$ cat src/rtl/prc_pkg.sv
package prc_pkg;

    localparam int CFG_W    = 8;
    localparam int LOCK_BIT = 7;
    localparam int MODE_LSB = 3;
    localparam int ROW_STEP = 4;

    localparam logic SEL_CFG  = 1'b0;
    localparam logic SEL_ADDR = 1'b1;

    typedef enum logic [1:0] {
        MATCH_OFF   = 2'b00,
        MATCH_TOR   = 2'b01,
        MATCH_NA4   = 2'b10,
        MATCH_NAPOT = 2'b11
    } match_e;

    function automatic match_e cfg_mode(input logic [CFG_W-1:0] b);
        return match_e'(b[MODE_LSB +: 2]);
    endfunction

endpackage

$ cat src/rtl/prc_lock_eval.sv
module prc_lock_eval
    import prc_pkg::*;
#(
    parameter int NUM_ENT = 16
) (
    input  logic [NUM_ENT*CFG_W-1:0] cfg_i,
    output logic [NUM_ENT-1:0]       frozen_o
);

    for (genvar g = 0; g < NUM_ENT; g++) begin : g_ent
        logic own_lock;
        assign own_lock = cfg_i[g*CFG_W + LOCK_BIT];
        if (g == NUM_ENT - 1) begin : g_top
            assign frozen_o[g] = own_lock;
        end else begin : g_mid
            logic up_lock;
            logic up_tor;
            assign up_lock = cfg_i[(g+1)*CFG_W + LOCK_BIT];
            assign up_tor  = (cfg_mode(cfg_i[(g+1)*CFG_W +: CFG_W]) == MATCH_TOR);
            assign frozen_o[g] = own_lock | (up_lock & up_tor);
        end
    end

endmodule

$ cat src/rtl/prc_active_count.sv
module prc_active_count
    import prc_pkg::*;
#(
    parameter int NUM_ENT = 16,
    parameter int CNT_W   = $clog2(NUM_ENT + 1)
) (
    input  logic [NUM_ENT*CFG_W-1:0] cfg_i,
    output logic [CNT_W-1:0]         cnt_o
);

    always_comb begin
        cnt_o = '0;
        for (int i = 0; i < NUM_ENT; i++) begin
            if (cfg_mode(cfg_i[i*CFG_W +: CFG_W]) != MATCH_OFF) begin
                cnt_o = cnt_o + CNT_W'(1);
            end
        end
    end

endmodule

$ cat src/rtl/prc_read_mux.sv
module prc_read_mux
    import prc_pkg::*;
#(
    parameter int NUM_ENT = 16,
    parameter int XLEN    = 32,
    parameter int IDX_W   = 6
) (
    input  logic [NUM_ENT*CFG_W-1:0] cfg_i,
    input  logic [NUM_ENT*XLEN-1:0]  addr_i,
    input  logic                     sel_i,
    input  logic [IDX_W-1:0]         idx_i,
    output logic [XLEN-1:0]          rdata_o
);

    localparam int LANES = XLEN / CFG_W;
    localparam int EB    = $clog2(NUM_ENT);

    always_comb begin
        int ent;
        rdata_o = '0;
        ent     = 0;
        if (sel_i == SEL_ADDR) begin
            ent = int'(idx_i);
            if (ent < NUM_ENT) begin
                rdata_o = addr_i[ent[EB-1:0]*XLEN +: XLEN];
            end
        end else begin
            for (int k = 0; k < LANES; k++) begin
                ent = int'(idx_i) * ROW_STEP + k;
                if (ent < NUM_ENT) begin
                    rdata_o[k*CFG_W +: CFG_W] = cfg_i[ent[EB-1:0]*CFG_W +: CFG_W];
                end
            end
        end
    end

endmodule

$ cat src/rtl/prc_csr_bank.sv
module prc_csr_bank
    import prc_pkg::*;
#(
    parameter int NUM_ENT = 16,
    parameter int XLEN    = 32,
    parameter int IDX_W   = 6,
    parameter int CNT_W   = $clog2(NUM_ENT + 1)
) (
    input  logic                     clk_i,
    input  logic                     rst_ni,
    input  logic                     csr_we_i,
    input  logic                     csr_sel_i,
    input  logic [IDX_W-1:0]         csr_idx_i,
    input  logic [XLEN-1:0]          csr_wdata_i,
    output logic [XLEN-1:0]          csr_rdata_o,
    output logic [NUM_ENT*CFG_W-1:0] ent_cfg_o,
    output logic [NUM_ENT*XLEN-1:0]  ent_addr_o,
    output logic [CNT_W-1:0]         active_cnt_o
);

    localparam int LANES    = XLEN / CFG_W;
    localparam int EB       = $clog2(NUM_ENT);
    localparam bit ODD_SKIP = (XLEN == 64);

    typedef struct packed {
        logic [NUM_ENT-1:0][CFG_W-1:0] cfg;
        logic [NUM_ENT-1:0][XLEN-1:0]  addr;
    } bank_t;

    bank_t              s_d, s_q;
    logic [NUM_ENT-1:0] frozen;

    prc_lock_eval #(.NUM_ENT(NUM_ENT)) u_lock (
        .cfg_i    (s_q.cfg),
        .frozen_o (frozen)
    );

    prc_active_count #(.NUM_ENT(NUM_ENT), .CNT_W(CNT_W)) u_cnt (
        .cfg_i (s_q.cfg),
        .cnt_o (active_cnt_o)
    );

    prc_read_mux #(.NUM_ENT(NUM_ENT), .XLEN(XLEN), .IDX_W(IDX_W)) u_rd (
        .cfg_i   (s_q.cfg),
        .addr_i  (s_q.addr),
        .sel_i   (csr_sel_i),
        .idx_i   (csr_idx_i),
        .rdata_o (csr_rdata_o)
    );

    // Next-state: lock verdicts all come from the pre-write state.
    always_comb begin
        int  ent;
        logic row_ok;
        s_d    = s_q;
        ent    = 0;
        row_ok = !(ODD_SKIP && csr_idx_i[0]);
        if (csr_we_i) begin
            if (csr_sel_i == SEL_CFG) begin
                if (row_ok) begin
                    for (int k = 0; k < LANES; k++) begin
                        ent = int'(csr_idx_i) * ROW_STEP + k;
                        if (ent < NUM_ENT && !frozen[ent[EB-1:0]]) begin
                            s_d.cfg[ent[EB-1:0]] = csr_wdata_i[k*CFG_W +: CFG_W];
                        end
                    end
                end
            end else begin
                ent = int'(csr_idx_i);
                if (ent < NUM_ENT && !frozen[ent[EB-1:0]]) begin
                    s_d.addr[ent[EB-1:0]] = csr_wdata_i;
                end
            end
        end
    end

    always_ff @(posedge clk_i or negedge rst_ni) begin
        if (!rst_ni) begin
            s_q <= '0;
        end else begin
            s_q <= s_d;
        end
    end

    assign ent_cfg_o  = s_q.cfg;
    assign ent_addr_o = s_q.addr;

endmodule

$ cat config.mk
export PLATFORM = sky130hd
export DESIGN_NAME = prc_csr_bank
export DESIGN_NICKNAME = d
export VERILOG_FILES = /design/src/rtl/prc_pkg.sv /design/src/rtl/prc_lock_eval.sv /design/src/rtl/prc_active_count.sv /design/src/rtl/prc_read_mux.sv /design/src/rtl/prc_csr_bank.sv
export SDC_FILE = /design/constraint.sdc
export NUM_CORES = 1
export LEC_CHECK = 0
export ABC_AREA = 0
export BUFFER_PORTS_ARGS = -buffer_cell sky130_fd_sc_hd__buf_2
export CORE_MARGIN = 2
export CORE_UTILIZATION = 40
export DETAILED_ROUTE_END_ITERATION = 10
export PLACE_DENSITY = 0.61
export SKIP_CTS_REPAIR_TIMING = 1
export SLEW_MARGIN = 40
export SYNTH_ARGS = -nofsm -noshare
export SYNTH_HDL_FRONTEND = slang
export SYNTH_SLANG_ARGS = --single-unit
$ cat constraint.sdc
create_clock -name clk_i -period 15.45 [get_ports clk_i]
set_clock_uncertainty 0.1 [all_clocks]
set_input_delay 1.545 -clock clk_i [delete_from_list [all_inputs] [get_ports clk_i]]
set_output_delay 1.545 -clock clk_i [all_outputs]
set_load 0.1 [all_outputs]
Yosys cells after proc, flatten, opt, wreduce, memory -nomap -nowiden. Index checks and enable logic that the tools add are counted.

Flip-flop bits (word level): 640. Latch bits: 0. Bits in writable memories: 0. Memory bits (read-only): 0. Output and inout port bits: 677. Word-level logic and storage cells: 206. Memories kept: 0.

Add/sub/neg operators: 18. $mul: 0. Divide/modulo/power cells: 0. $lt $le $gt $ge: 15. Equal/unequal tests: 15. Shift-type cells: 5. Multiplexer cells: 57. Bitwise gates (word level): 31. Reduce and logical (&&, ||, !) cells: 33.

Operators by type and width (count): two-way mux 128 bit (10); bitwise mux 128 bit (4); bitwise mux 512 bit (1); indexed part select 128 x 8 -> 8 bit (4); indexed part select 512 x 10 -> 32 bit (1); demux 32 bit (select 4 bit) (1); demux 8 bit (select 4 bit) (3); < comparator 32 x 6 -> 1 bit, second input constant (3); two-way mux 32 bit (3); two-way mux 5 bit (15); adder 5 x 1 -> 5 bit, second input constant (14); two-way mux 8 bit (8); nonzero test 2 bit (16); == test 2 x 1 -> 1 bit, second input constant (15); < comparator 4 x 5 -> 1 bit, second input constant (5); >= comparator 4 x 1 -> 1 bit, second input constant (5); adder 8 x 2 -> 9 bit, second input constant (2); binary-select mux 1 bit (select 4 bit) (4); demux 8 bit (select 2 bit) (1); AND 1 bit (15); OR 1 bit (15); logical AND 1 bit (10); adder 8 x 1 -> 9 bit, second input constant (1); < comparator 8 x 5 -> 1 bit, second input constant (1); other kinds (8) (17).

Logic depth before layout (Yosys ltp). Gate-level depths: netlist of run 1.

Word-level depth: 32. Depth in mapped cells: 42.

By module. A second synthesis of run 1 with hierarchy kept.

Cell total of the unflattened synthesis: 2210. Area total of the unflattened synthesis: 31649.1 µm².

Modules (own cells, without submodules): prc_csr_bank (instances 1, cells an instance 1456, area an instance 24315.8 µm², seq. area each 16015.4 µm²); prc_read_mux (instances 1, cells an instance 454, area an instance 5170.0 µm², seq. area each 0.0 µm²); prc_active_count (instances 1, cells an instance 269, area an instance 1985.7 µm², seq. area each 0.0 µm²); prc_lock_eval (instances 1, cells an instance 31, area an instance 177.7 µm², seq. area each 0.0 µm²).

Worst setup path before layout of run 1. Ideal clock, no wire load.

Path kind: reg-to-output. Start: reg s_q (netlist bit ent_cfg_o[12]). End: out active_cnt_o[4]. Arrival time: 8911 ps. Path slack: 4894 ps. Cell stages (with the launch flop): 41. Buffers on the path: 0. Cells stage by stage: dfrtp_1 > nor2_1 > ha_1 > inv_1 > xnor2_1 > mux2_2 > ha_1 > mux2_2 > nand2_1 > xnor2_1 > nor2_1 > nor2_1 > ha_1 > o21bai_1 > o31ai_1 > nor2_1 > xor2_1 > nor2_1 > [5 not listed] > nand2_1 > o41ai_1 > ha_1 > xnor2_1 > nand2_1 > o211ai_1 > o21a_1 > ha_1 > xnor2_1 > nor3_1 > a31oi_1 > o21ai_0 > ha_1 > o21ai_0 > or4_1 > mux2i_1 > xnor2_1 > xnor2_1.

Cells in the longest elaborated chain, start to end: 30.

RTL lines: start, declared (line prc_csr_bank.sv:30) `bank_t s_d, s_q;`; start signal, assigned (line prc_csr_bank.sv:79) `s_q <= '0;`; start signal, assigned (line prc_csr_bank.sv:81) `s_q <= s_d;`; nonzero test 2 bit * (line prc_active_count.sv:14) `if (cfg_mode(cfg_i[i*CFG_W +: CFG_W]) != MATCH_OFF) begin`; two-way mux 5 bit * (line prc_active_count.sv:14); adder 5 x 1 -> 5 bit (line prc_active_count.sv:15) `cnt_o = cnt_o + CNT_W'(1);`; two-way mux 5 bit * (line prc_active_count.sv:14); adder 5 x 1 -> 5 bit (line prc_active_count.sv:15); two-way mux 5 bit * (line prc_active_count.sv:14); adder 5 x 1 -> 5 bit (line prc_active_count.sv:15); two-way mux 5 bit * (line prc_active_count.sv:14); [14 not listed]; adder 5 x 1 -> 5 bit (line prc_active_count.sv:15); two-way mux 5 bit * (line prc_active_count.sv:14); adder 5 x 1 -> 5 bit (line prc_active_count.sv:15); two-way mux 5 bit * (line prc_active_count.sv:14); adder 5 x 1 -> 5 bit (line prc_active_count.sv:15); two-way mux 5 bit * (line prc_active_count.sv:14); adder 5 x 1 -> 5 bit (line prc_active_count.sv:15); two-way mux 5 bit * (line prc_active_count.sv:14); end, declared (line prc_csr_bank.sv:18) `output logic [CNT_W-1:0] active_cnt_o`.

Every way passes the cells marked *; elsewhere a longest branch is shown, timed or not.

Worst setup path after layout of run 1.
Start: reg s_q (netlist bit ent_cfg_o[4]). End: out active_cnt_o[4].

Cells in the longest elaborated chain, start to end: 32.

RTL lines (line): nonzero test 2 bit * (prc_active_count.sv:14); two-way mux 1 bit * (prc_active_count.sv:14); adder 1 x 1 -> 2 bit (prc_active_count.sv:15); two-way mux 5 bit * (prc_active_count.sv:14); adder 5 x 1 -> 5 bit (prc_active_count.sv:15); two-way mux 5 bit * (prc_active_count.sv:14); adder 5 x 1 -> 5 bit (prc_active_count.sv:15); two-way mux 5 bit * (prc_active_count.sv:14); [16 not listed]; adder 5 x 1 -> 5 bit (prc_active_count.sv:15); two-way mux 5 bit * (prc_active_count.sv:14); adder 5 x 1 -> 5 bit (prc_active_count.sv:15); two-way mux 5 bit * (prc_active_count.sv:14); adder 5 x 1 -> 5 bit (prc_active_count.sv:15); two-way mux 5 bit * (prc_active_count.sv:14); adder 5 x 1 -> 5 bit (prc_active_count.sv:15); two-way mux 5 bit * (prc_active_count.sv:14).

Marks and branches as above.

==> impl_metrics.csv, run 1 <==
group,metric,value,unit
routing,via_count,22400,
setup_path,startpoint,"ent_cfg_o[4]",
synth,yosysSeqAreaShare,51.6,%
final_layout,drive_above_1_share,63.6,%
place,pre_cts_ws,5.64,ns
floorplan,ioPinCount,719,
floorplan,die_h,283,um
setup_path,path_buf_inv,1,
flow_run,cap_viol_max_count,0,
synth,synth-main-ff-cell,"dfrtp_1",
timing,max_slew_margin,40.4,%
floorplan,die_x,283,um
setup_path,cp-end-kind,"output port",
routing,first_pass_iters,5,
timing,setup_slack,4.91,ns
setup_path,cp-start-kind,"flip-flop",
setup_path,path_depth,40,
routing,drcViolationCount,0,
place,io_buffers,718,
synth,synth_seq_cells,640,
cts,htreeDepth,3,
floorplan,dieArea,79900,um^2
cts,root_buffer,"clkbuf_16",
timing,finalMaxSlewViolations,0,
timing,period_needed,10.54,ns
synth,avgSynthCellArea,15.1,um^2
floorplan,core_area,77200,um^2
setup_path,r2r_slack,11.12,ns
routing,detail_route.wl_per_cell,32.1,um
synth,ys_warn_count,0,
routing,viasPerCell,5.87,
timing,tightest_slew,0.895,ns
final_layout,fin_cells,3813,
synth,ys_types,72,
synth,syn-num-nets,2114,
global_route,grt_overflow_total,0,
timing,fin_setup_tns,0,ns
cts,clkSlewWorstSetupHoldPaths,0.06,ns
setup_path,r2r_cells,11,
floorplan,placementRows,102,
setup_path,timing.rr.end,"ent_addr_o[221]",
timing,finalSetupViolCount,0,
setup_path,cp_common_cell,"ha_1",
final_layout,fillers,6742,
setup_path,r2r-start,"ent_cfg_o[20]",
cts,cts_tree,"yes",
power_and_ir_drop,leakage,19.7,nW
place,placed_cells,3677,
setup_path,critPathKind,"flip-flop to output port",
setup_path,max_stage_delay,0.46,ns
cts,cts_buffers,73,
timing,final_hold_viol_count,0,
synth,syn-cell-area,31100,um^2
global_route,grt_usage,30.2,%
global_route,grt_max_degree,84,
global_route,antenna_found_initial,4,
global_route,grt_first_pass_wirelength,172,mm
setup_path,crit_end,"active_cnt_o[4]",
setup_path,cp.required,13.81,ns
final_layout,area_growth,23.7,%
power_and_ir_drop,peakVddDrop,344,uV
synth,ys_async_sr_fraction,100,%
floorplan,initial_core_util,40.2,%
timing,min_period_over_period,68.2,%
cts,clk_latency,0.64,ns
routing,ant_nets,0,
global_route,grt_pass1_vias,23000,
timing,rsz0062_at_grt,"no",
setup_path,crit_family,"adder cells",
cts,clk_path_buf_depth,3,
routing,drt_iter0_markers,1581,
place,hpwl,85.1,mm
synth,netlist_instances,2057,
final_layout,nets,2770,
cts,clock_sinks,640,
routing,wl,123,mm
setup_path,crit_fanout,6,
timing,max_freq,94.9,MHz
synth,synth_edf_count,0,
setup_path,cpMaxStageDelayCell,"or4_1",
place,place.gp.congestion,0.932,
outcome,outcome,"finished, final reports clean",
hold_path,hold_path.class,"flip-flop to flip-flop",
setup_path,worstPathArrival,8.90,ns
power_and_ir_drop,powerDensity,169,nW/um^2
## per-layer routing
layer	global-route usage, %	vias to the layer above	wire length, um
li1	-	9087	-
met1	39.6	12100	49700
met2	48.9	978	59200
met3	7.38	227	9470
met4	10.5	2	4200
met5	0	-	17
## placed cells by master (no fill, tap or decap), types with 5 or more instances in the layout
master     count
buf_2        713
dfrtp_1      640
mux2_2       625
mux4_2       191
clkbuf_16     73
nand2_1       49
nor2_1        40
a32o_1        34
xnor2_1       31
buf_4         29
o21ai_0       25
clkbuf_8      22
nor2_4        19
nand3_1       15
inv_1         15
ha_1          15
clkinv_2      15
a21oi_1       14
clkbuf_1      14
or2_2         11
a21o_1        11
xor2_1        10
a31oi_1        9
buf_6          8
o31ai_1        6
nor3_1         6
a31o_2         6
a41o_1         5
buf_8          5
buf_16         5
## per-stage QoR
stage | area (um^2) | util [%] | total power, mW | hold WS, ns
finish | 38400 | 49.8 | 6.50 | 0.422
CTS | 38400 | 49.7 | 6.53 | 0.425
global placement | 35700 | 46.3 | 4.74 | 0.407
floorplan | 31100 | - | 4.25 | 0.952
detailed placement | 36000 | 46.6 | 4.77 | 0.412
global route | 38400 | 49.8 | 6.76 | 0.443
## how the worst min path moves through the flow
stage,slack (ns),depth (start not counted),start,end
floorplan,0.95,2,ent_cfg_o[68],ent_cfg_o[68]
global placement,0.41,1,ent_addr_o[184],ent_addr_o[184]
detailed placement,0.41,1,ent_addr_o[240],ent_addr_o[240]
CTS,0.43,1,ent_addr_o[349],ent_addr_o[349]
global route,0.44,1,ent_addr_o[461],ent_addr_o[461]
finish,0.42,1,ent_addr_o[456],ent_addr_o[456]
## layout make-up
type | count | area [um^2] | area share (%)
repair buffers | 763 | 4140 | 10.8
multi-input cells | 1220 | 14500 | 37.7
clock buffers | 107 | 2150 | 5.61
diodes | 2 | 5.00 | 0.0130
well taps | 1040 | 1300 | 3.39
inverters | 15 | 56.3 | 0.147
flip-flops and latches | 640 | 16000 | 41.7
clock inverters | 26 | 268 | 0.697
## synthesized netlist by cell type (5+ instances only)
cell        n  area (um^2)
dfrtp_1   640        16000
mux2_2    625         7040
mux4_2    191         4300
clkbuf_1  159          597
nor2_1     59          221
nand2_1    49          184
a32o_1     34          340
xnor2_1    31          272
o21ai_0    25          125
buf_1      17         63.8
ha_1       15          188
inv_1      15         56.3
nand3_1    15         75.1
a21oi_1    14         70.1
a21o_1     11         82.6
or2_2      11         68.8
nor3_1     10         50.1
xor2_1     10         87.6
a31oi_1     9         56.3
a31o_2      6         52.6
o31ai_1     6         45.0
a41o_1      5         50.1
nor3b_1     5         37.5
## registers in the layout, indices dropped and copies added (netlist names)
signal / flops
ent_cfg_o: 128
ent_addr_o: 512
## worst reg2reg max path, cell delays in order (launching register included)
cell	delay, ns
dfrtp_1	0.54
inv_1	0.10
a311oi_1	0.49
a21oi_1	0.10
a211oi_1	0.27
a211oi_1	0.08
a21oi_1	0.16
and4_1	0.27
nand2_1	0.28
nor2_4	0.81
buf_4	0.58
mux2_2	0.44
## kinds of logic after synthesis
family | count (synthesis) | synth area share (%)
simple gates | 186 | 2.95
mux | 821 | 36.7
flops | 640 | 51.6
xor+xnor | 54 | 2.16
compound gates | 144 | 3.58
buf+inv | 197 | 2.43
fa+ha+maj | 15 | 0.604
## where the power goes
group	switching (mW)	total [mW]	internal (mW)	leakage (nW)
sequential	0.119	1.92	1.80	8.74
clock	0.745	1.76	1.01	1.21
combinational	2.09	2.83	0.737	9.78
Power figures use the tool's default switching activity.
==> run 2: changes to the inputs <==
- clock period: 15.45 -> 10 ns (I/O delays scaled with it)
==> run 2 against run 1 <==
Combinational power is 61% higher. First-iteration DRC count increased by 18%. Worst hold slack got worse by 0.25 ns. Critical path type unchanged.
==> impl_metrics.csv, run 2 (same netlist as run 1, synthesis figures left out) <==
group,metric,value,unit
timing,max_slew_margin,41.1,%
routing,first_pass_iters,5,
global_route,grt_first_pass_wirelength,171,mm
final_layout,final_cell_mix,"buf_2, dfrtp_1, mux2_2, mux4_2, clkbuf_16",
place,placed_cells,3678,
timing,max_freq,106,MHz
setup_path,cp.required,8.90,ns
floorplan,ioPinCount,719,
final_layout,area_growth,24.1,%
place,hpwl,84.2,mm
cts,clock_sinks,640,
timing,finalSetupViolCount,0,
global_route,grt_pass1_vias,22800,
global_route,grt_use_met1,39.1,%
cts,htreeDepth,3,
outcome,outcome,"finished, final reports clean",
power_and_ir_drop,powerDensity,263,nW/um^2
place,place.gp.congestion,0.911,
final_layout,mostFrequentLayoutCell,"buf_2",
cts,root_buffer,"clkbuf_16",
routing,wl,121,mm
setup_path,critPathKind,"flip-flop to output port",
timing,tightest_slew,0.884,ns
floorplan,initial_core_util,40.2,%
timing,rsz0062_at_grt,"no",
floorplan,die_h,283,um
timing,period_needed,9.41,ns
floorplan,dieArea,79900,um^2
floorplan,core_area,77200,um^2
cts,clkSlewWorstSetupHoldPaths,0.06,ns
setup_path,path_buf_inv,2,
setup_path,worstPathArrival,8.31,ns
global_route,gr-max-usage-layer,"met2",
cts,clk_path_buf_depth,3,
final_layout,nets,2782,
cts,cts_tree,"yes",
global_route,grt_use_met3,8.80,%
global_route,grt_overflow_total,0,
flow_run,cap_viol_max_count,0,
final_layout,drive_above_1_share,63.8,%
routing,detail_route.wl_per_cell,31.7,um
setup_path,crit_fanout,6,
global_route,grt_max_degree,143,
cts,clk_latency,0.62,ns
setup_path,cp-end-kind,"output port",
floorplan,die_x,283,um
routing,drcViolationCount,0,
setup_path,cp-start-kind,"flip-flop",
timing,min_period_over_period,94.1,%
timing,finalMaxSlewViolations,0,
timing,final_hold_viol_count,0,
global_route,grt_usage,29.9,%
hold_path,hold_path.class,"input port to async pin",
global_route,antenna_found_initial,6,
routing,ant_nets,0,
power_and_ir_drop,leakage,19.8,nW
place,io_buffers,718,
setup_path,cpMaxStageDelayCell,"dfrtp_1",
setup_path,crit_family,"adder cells",
timing,fin_setup_tns,0,ns
floorplan,placementRows,102,
timing,hold_ws,0.176,ns
cts,cts_buffers,74,
setup_path,max_stage_delay,0.44,ns
global_route,grt_util_met2,47.8,%
power_and_ir_drop,peakVddDrop,449,uV
final_layout,largest_reg_flops,512,
routing,viasPerCell,5.80,
final_layout,fin_cells,3819,
routing,drt_iter0_markers,1862,
routing,via_count,22100,
==> run 2: cell count changes in the layout (fill, tap and decap cells not counted), sizes merged <==
cell,delta
clkinv,+1
diode,+1
buf,+12
inv,-4
bufinv,-1
clkbuf,-2
clkinvlp,-1
==> run 2: report_power, final <==
part	leakage [nW]	switching, mW	internal, mW
Sequential	8.74	0.181	2.78
Combinational	9.88	3.27	1.29
Clock	1.16	1.11	1.53
Total	19.8	4.56	5.59
==> run 2: metrics by stage <==
stage	power, mW	util (%)	setup WS (ns)	cell area [um^2]
final	10.2	49.9	0.589	38500
after detailed placement	7.38	46.6	0.717	36000
after CTS	10.0	49.6	0.0406	38300
after global placement	7.33	46.3	0.860	35700
after floorplan	6.54	-	0.193	31100
after global routing	10.6	49.9	0.0201	38500
==> run 2: layer usage <==
layer	share of wire, %	vias up	wire (um)
li1	-	9084	-
met1	40	11900	48600
met2	48	923	58200
met3	8.1	225	9780
met4	3.6	6	4350
met5	0.023	-	28
==> run 2: worst paths after layout <==
check	slack, ns	to	cells past startpoint	from
max in group asynchronous	7.46	ent_addr_o[466]	5	rst_ni
min in group clk_i	0.42	ent_addr_o[287]	1	ent_addr_o[287]
hold reg to reg	0.42	ent_addr_o[287]	1	ent_addr_o[287]
hold / removal	0.18	ent_addr_o[227]	1	rst_ni
setup reg to reg	5.82	ent_addr_o[145]	11	ent_cfg_o[20]
setup / recovery	0.59	active_cnt_o[4]	41	ent_cfg_o[12]
==> run 2: layout make-up <==
type                    instances  area [um^2]
clock inverters                21          179
flip-flops and latches        640        16000
fillers                      6735        38700
well taps                    1040         1300
inverters                      15         56.3
repair buffers                774         4320
clock buffers                 106         2160
diodes                          3         7.51
multi-input cells            1220        14500
